$ cat src/rtl/dual_dac_pkg.sv
package dual_dac_pkg;

  // Channel address carried in the two leading frame bits.
  typedef enum logic [1:0] {
    ADDR_NONE = 2'b00,
    ADDR_A    = 2'b01,
    ADDR_B    = 2'b10,
    ADDR_BOTH = 2'b11
  } chan_addr_e;

  localparam int ADDR_BITS = 2;
  localparam int CH_A      = 0;
  localparam int CH_B      = 1;

endpackage

$ cat src/rtl/pin_sync.sv
module pin_sync #(
  parameter int   STAGES   = 2,
  parameter logic RST_LEVEL = 1'b0
) (
  input  logic clk,
  input  logic rst,
  input  logic d,
  output logic q
);

  logic [STAGES-1:0] chain;

  generate
    for (genvar s = 0; s < STAGES; s++) begin : g_stage
      always_ff @(posedge clk) begin
        if (rst) begin
          chain[s] <= RST_LEVEL;
        end else if (s == 0) begin
          chain[s] <= d;
        end else begin
          chain[s] <= chain[(s == 0) ? 0 : s-1];
        end
      end
    end
  endgenerate

  assign q = chain[STAGES-1];

endmodule

$ cat src/rtl/serial_frame_rx.sv
module serial_frame_rx #(
  parameter int FRAME_W = 18
) (
  input  logic               clk,
  input  logic               rst,
  input  logic               sclk_s,
  input  logic               sdi_s,
  input  logic               cs_n_s,
  output logic [FRAME_W-1:0] frame,
  output logic               frame_done
);

  localparam int CNT_MAX = FRAME_W + 1;
  localparam int CNT_W   = $clog2(CNT_MAX + 1);

  logic [FRAME_W-1:0] shift_q;
  logic [CNT_W-1:0]   cnt_q;
  logic               sclk_prev;
  logic               cs_prev;
  logic               sclk_rise;
  logic               cs_rise;

  assign sclk_rise = sclk_s & ~sclk_prev;
  assign cs_rise   = cs_n_s & ~cs_prev;

  always_ff @(posedge clk) begin
    if (rst) begin
      sclk_prev <= 1'b0;
      cs_prev   <= 1'b1;
    end else begin
      sclk_prev <= sclk_s;
      cs_prev   <= cs_n_s;
    end
  end

  // Counter saturates one past the frame length so long frames stay invalid.
  always_ff @(posedge clk) begin
    if (rst) begin
      shift_q <= '0;
      cnt_q   <= '0;
    end else if (cs_n_s) begin
      cnt_q <= '0;
    end else if (sclk_rise) begin
      shift_q <= {shift_q[FRAME_W-2:0], sdi_s};
      if (cnt_q != CNT_W'(CNT_MAX)) begin
        cnt_q <= cnt_q + 1'b1;
      end
    end
  end

  assign frame      = shift_q;
  assign frame_done = cs_rise && (cnt_q == CNT_W'(FRAME_W));

  a_r2_cnt_clear: assert property (@(posedge clk) disable iff (rst)
    cs_n_s |=> (cnt_q == '0))
    else $error("R2: bit count not cleared while chip select high");

  a_r1_cnt_step: assert property (@(posedge clk) disable iff (rst)
    (!cs_n_s && sclk_rise && (cnt_q < CNT_W'(CNT_MAX))) |=> (cnt_q == $past(cnt_q) + 1'b1))
    else $error("R1: bit count did not advance on serial clock");

  a_r1_shift_in: assert property (@(posedge clk) disable iff (rst)
    (!cs_n_s && sclk_rise) |=> (shift_q[0] == $past(sdi_s)))
    else $error("R1: serial bit not captured");

endmodule

$ cat src/rtl/channel_bank.sv
module channel_bank #(
  parameter int DATA_W = 16,
  parameter int NUM_CH = 2
) (
  input  logic                          clk,
  input  logic                          rst,
  input  logic                          clr_req,
  input  logic                          mid_sel,
  input  logic                          commit,
  input  logic [NUM_CH-1:0]             sel,
  input  logic [DATA_W-1:0]             data,
  input  logic                          ldac_req,
  output logic [NUM_CH-1:0][DATA_W-1:0] dac_o
);

  localparam logic [DATA_W-1:0] MID_CODE = {1'b1, {(DATA_W-1){1'b0}}};

  logic [DATA_W-1:0] rst_code;
  logic [NUM_CH-1:0][DATA_W-1:0] in_q;
  logic [NUM_CH-1:0][DATA_W-1:0] dac_q;

  assign rst_code = mid_sel ? MID_CODE : '0;

  generate
    for (genvar g = 0; g < NUM_CH; g++) begin : g_ch
      // Clear outranks both the frame transfer and the load strobe.
      always_ff @(posedge clk) begin
        if (rst || clr_req) begin
          in_q[g]  <= rst_code;
          dac_q[g] <= rst_code;
        end else begin
          if (commit && sel[g]) begin
            in_q[g] <= data;
          end
          if (ldac_req) begin
            dac_q[g] <= in_q[g];
          end
        end
      end

      a_r7_clear_code: assert property (@(posedge clk) disable iff (rst)
        clr_req |=> ((in_q[g] == $past(rst_code)) && (dac_q[g] == $past(rst_code))))
        else $error("R7: clear did not apply reset code");

      a_r5_dac_follow: assert property (@(posedge clk) disable iff (rst)
        (!clr_req && ldac_req) |=> (dac_q[g] == $past(in_q[g])))
        else $error("R5: DAC register did not copy input register");

      a_r6_dac_hold: assert property (@(posedge clk) disable iff (rst)
        (!clr_req && !ldac_req) |=> $stable(dac_q[g]))
        else $error("R6: DAC register moved without load strobe");

      a_r4_input_hold: assert property (@(posedge clk) disable iff (rst)
        (!clr_req && !commit) |=> $stable(in_q[g]))
        else $error("R4: input register moved without a valid frame");
    end
  endgenerate

  assign dac_o = dac_q;

endmodule

$ cat src/rtl/dual_dac_serial_if.sv
module dual_dac_serial_if #(
  parameter int DATA_W      = 16,
  parameter int SYNC_STAGES = 2
) (
  input  logic              clk,
  input  logic              rst,
  input  logic              sclk,
  input  logic              sdi,
  input  logic              cs_n,
  input  logic              ldac_n,
  input  logic              clr_n,
  input  logic              mid_sel,
  output logic [DATA_W-1:0] dac_a,
  output logic [DATA_W-1:0] dac_b
);

  import dual_dac_pkg::*;

  localparam int NUM_CH  = ADDR_BITS;
  localparam int FRAME_W = ADDR_BITS + DATA_W;

  logic sclk_s, sdi_s, cs_n_s, ldac_n_s, clr_n_s;

  pin_sync #(.STAGES(SYNC_STAGES), .RST_LEVEL(1'b0)) u_sync_sclk (
    .clk(clk), .rst(rst), .d(sclk),   .q(sclk_s));
  pin_sync #(.STAGES(SYNC_STAGES), .RST_LEVEL(1'b0)) u_sync_sdi (
    .clk(clk), .rst(rst), .d(sdi),    .q(sdi_s));
  pin_sync #(.STAGES(SYNC_STAGES), .RST_LEVEL(1'b1)) u_sync_cs (
    .clk(clk), .rst(rst), .d(cs_n),   .q(cs_n_s));
  pin_sync #(.STAGES(SYNC_STAGES), .RST_LEVEL(1'b1)) u_sync_ldac (
    .clk(clk), .rst(rst), .d(ldac_n), .q(ldac_n_s));
  pin_sync #(.STAGES(SYNC_STAGES), .RST_LEVEL(1'b1)) u_sync_clr (
    .clk(clk), .rst(rst), .d(clr_n),  .q(clr_n_s));

  logic [FRAME_W-1:0] frame;
  logic               frame_done;

  serial_frame_rx #(.FRAME_W(FRAME_W)) u_rx (
    .clk        (clk),
    .rst        (rst),
    .sclk_s     (sclk_s),
    .sdi_s      (sdi_s),
    .cs_n_s     (cs_n_s),
    .frame      (frame),
    .frame_done (frame_done)
  );

  chan_addr_e                    addr;
  logic [NUM_CH-1:0][DATA_W-1:0] dac_vals;

  assign addr = chan_addr_e'(frame[FRAME_W-1 -: ADDR_BITS]);

  channel_bank #(.DATA_W(DATA_W), .NUM_CH(NUM_CH)) u_bank (
    .clk      (clk),
    .rst      (rst),
    .clr_req  (~clr_n_s),
    .mid_sel  (mid_sel),
    .commit   (frame_done),
    .sel      (addr),
    .data     (frame[DATA_W-1:0]),
    .ldac_req (~ldac_n_s),
    .dac_o    (dac_vals)
  );

  assign dac_a = dac_vals[CH_A];
  assign dac_b = dac_vals[CH_B];

  a_r9_clear_wins: assert property (@(posedge clk) disable iff (rst)
    (!clr_n_s && !ldac_n_s) |=> ((dac_a == dac_b) && (dac_a[DATA_W-2:0] == '0)))
    else $error("R9: load strobe overrode clear");

endmodule

$ cat config.mk
export PLATFORM = sky130hd
export DESIGN_NAME = dual_dac_serial_if
export DESIGN_NICKNAME = d
export VERILOG_FILES = /design/src/rtl/dual_dac_pkg.sv /design/src/rtl/pin_sync.sv /design/src/rtl/serial_frame_rx.sv /design/src/rtl/channel_bank.sv /design/src/rtl/dual_dac_serial_if.sv
export SDC_FILE = /design/constraint.sdc
export NUM_CORES = 1
export LEC_CHECK = 0
export ABC_AREA = 1
export BUFFER_PORTS_ARGS = -buffer_cell sky130_fd_sc_hd__buf_2
export CORE_ASPECT_RATIO = 1.4
export CORE_MARGIN = 5
export CORE_UTILIZATION = 57
export CTS_CLUSTER_SIZE = 28
export DETAILED_ROUTE_END_ITERATION = 16
export PLACE_DENSITY_LB_ADDON = 0.25
export SLEW_MARGIN = 20
export SYNTH_ARGS = -nofsm -noshare
export SYNTH_HDL_FRONTEND = slang
export SYNTH_SLANG_ARGS = --single-unit
$ cat constraint.sdc
create_clock -name clk -period 2.7 [get_ports clk]
set_input_delay 0.27 -clock clk [delete_from_list [all_inputs] [get_ports clk]]
set_output_delay 0.27 -clock clk [all_outputs]
set_load 0.05 [all_outputs]
==> run metrics <==
FF-to-FF Start=u_sync_clr.q; post-DR vias/cell=4.69; beginning of the critical path=rst; actual slew at the worst max-slew pin=0.413 ns; CP Class=input port to flip-flop; hpwl dp=3.22 mm; dpl cells=414; Crit. End Element=flip-flop; switching pwr=0.713 mW; WP depth=6; Post-Syn Instances=309; Hold WC Path Type=input port to flip-flop; CP top delay family=buffers and inverters; Synth Cell Area=3570 µm²; via count=2017; Met1 Routed Length=2.02 mm; Residual DRC=0; Detailed Route WL=4.88 mm; PD cells=757 nW/µm²; Final period util=59.5%; met2 wire length=2.55 mm; FP Rows=34; startpoint types=input port; Max stage delay on crit path=0.37 ns; Synth top area share=53.9%; Avg Cell Area, Syn=11.5 µm²; critical path, cell by cell=buf_2 > inv_2 > nand2_1 > inv_1 > nand2_1 > buf_4; nets@finish=363; post-CTS setup buffers=0; number of global-route vias before repair=1992; post-CTS resize count=0; Period minus WS final=1.61 ns; top_reg_cell synth=edfxtp_1; Reg clk slew, reported paths=0.09 ns; Seq pwr share=55.5%; die area=7970 µm²; internal power=2.36 mW; Initial Util=57.8%; Buffers on Ports=39; routability cong.=0.751; Num Clock Sinks=99; Data arrival, critical path=1.61 ns; Antenna Nets Post-Route=0; largest net degree at the start of global routing=39; Comb power frac=8.9%; ant diodes=0; post-route design area=4060 µm²; count of cell types in the netlist=21; Yosys top cell by area=edfxtp_1; top post-synthesis cells by area=edfxtp_1, dfxtp_1, inv_1, nor2_1, a21oi_1; Crit Path Max Fanout=32; Slew Viols, Final=0; TritonCTS clock tree=built; R2R depth=4; Hold Buf Count CTS=0; worst reg2reg endpoint=u_bank.dac_o[8]; Leak Pwr=1.67 nW; Die Y=104 µm; asr flop ratio synth=0%; Achievable Freq=0.622 GHz; VDD IR max=0.439 mV; htree depth=3; crit path max-delay cell type=buf_4; R2R setup slack=1.12 ns; wire length per cell=11.3 µm; first-pass GRT wire length=8.50 mm; area delta synth->final=13.7%; cell mode on critical path=nand2_1; Die W=76.9 µm; Switching Fraction=23.2%; clk root buf=clkbuf_8; RSZ-0062 raised after global routing=no; Skew-Pair Late Insertion Delay=0.35 ns; max cap viols=0; initial antenna violation count=0; Max-Slew Margin vs Limit=72.4%; GRT Util Overall=13.2%; Synth Net Count=319; final core utilization=65.8%; placed cell areas=3820 µm²; Hold WS=0.104 ns; skew final=0.00747 ns; core area=6170 µm²; WP buf/inv=4; layout cells sized above 1=19.8%; DR iter-0 viols=142; Final Setup Violations=0; run status=finished clean; fin cells=430; Seq/Total Area, Yosys=73.5%; critical path required time=2.70 ns; number of synthesized flops with an enable pin=64; DRT Pass-1 Iters=4; most numerous cell in the Yosys netlist=edfxtp_1; fillcell total=468; worst setup path endpoint=u_bank.dac_o[8]; DR top layer=met4; FF+latch count, synth=99; metal3 WL=250 µm; Post-synth top cells=edfxtp_1, inv_1, nor2_1; Clock Power Share=35.6%; YS warnings=0; CTS Buffer Depth=2; GRT overflow=0; # IOs=40; total negative slack=0 ns; TritonCTS buffer count=9; Final Hold Fails=0
[worst min-delay path by stage]
stage | start | end | slack (ns) | depth (start not counted)
floorplan | clr_n | u_sync_clr.chain[0] | 0.37 | 1
global placement | u_sync_cs.chain[0] | u_sync_cs.q | 0.39 | 1
detailed placement | u_sync_sdi.chain[0] | u_sync_sdi.q | 0.40 | 2
CTS | clr_n | u_sync_clr.chain[0] | 0.09 | 2
global route | ldac_n | u_sync_ldac.chain[0] | 0.09 | 2
finish | clr_n | u_sync_clr.chain[0] | 0.10 | 2
[per-stage QoR]
stage               power (mW)  setup WS (ns)
global route              3.18          0.964
finish                    3.07           1.09
detailed placement        2.02          0.717
floorplan                 1.96          0.381
global placement          2.01          0.805
CTS                       3.09           1.09
[flip-flops by register name, indices dropped and copies added (netlist names)]
name	cells
u_bank.dac_o	32
u_sync_sclk.chain	1
u_rx.sclk_prev	1
u_sync_cs.chain	1
u_sync_sdi.q	1
u_sync_cs.q	1
u_rx.frame	18
u_bank.in_q	32
u_sync_ldac.chain	1
u_rx.cnt_q	5
u_sync_ldac.q	1
u_sync_clr.q	1
u_rx.cs_prev	1
u_sync_sclk.q	1
u_sync_sdi.chain	1
u_sync_clr.chain	1
[final cells by class]
type                       instances  area [µm²]  area share (%)
inverter                          64         240            5.92
timing repair buffer              43         225            5.55
sequential                        99        2620            64.6
multi-input combinational        136         642            15.8
tap                               72        90.1            2.22
clock buffer                      10         128            3.14
clock inverter                     6         111            2.74
[kinds of logic after synthesis]
family | after synthesis | share of synthesized area (%)
fa+ha+maj | 2 | 0.701
compound gates | 42 | 6.14
flops | 99 | 73.5
buf+inv | 74 | 8.80
simple gates | 92 | 10.9
[cells in the final DEF, fill, tap and decap left out, types with 2 or more instances in the layout]
| master | instances |
|---|---|
| nand4_1 | 2 |
| inv_1 | 62 |
| or2_2 | 6 |
| dfxtp_1 | 35 |
| buf_2 | 39 |
| edfxtp_1 | 64 |
| clkbuf_8 | 9 |
| nand2_1 | 18 |
| ha_1 | 2 |
| o31ai_2 | 2 |
| nor2_1 | 58 |
| o21ai_0 | 7 |
| o21ai_1 | 11 |
| inv_2 | 2 |
| bufinv_16 | 3 |
| nand3_1 | 6 |
| buf_4 | 4 |
| a21oi_1 | 21 |
[power by group through the flow]
stage               Combinational, mW  Sequential, mW  Clock [mW]
floorplan                      0.0788            1.88           0
global route                    0.294            1.71        1.18
CTS                             0.278            1.71        1.11
finish                          0.273            1.70        1.09
detailed placement              0.278            1.74           0
global placement                0.272            1.74           0
[routing by layer]
layer  vias up  GRT usage [%]
li1       1068              -
met1       906           14.7
met2        39           23.0
met3         4           4.25
met4         0           5.38
met5         -              0
Note: power is estimated with default switching activity, not from simulation.
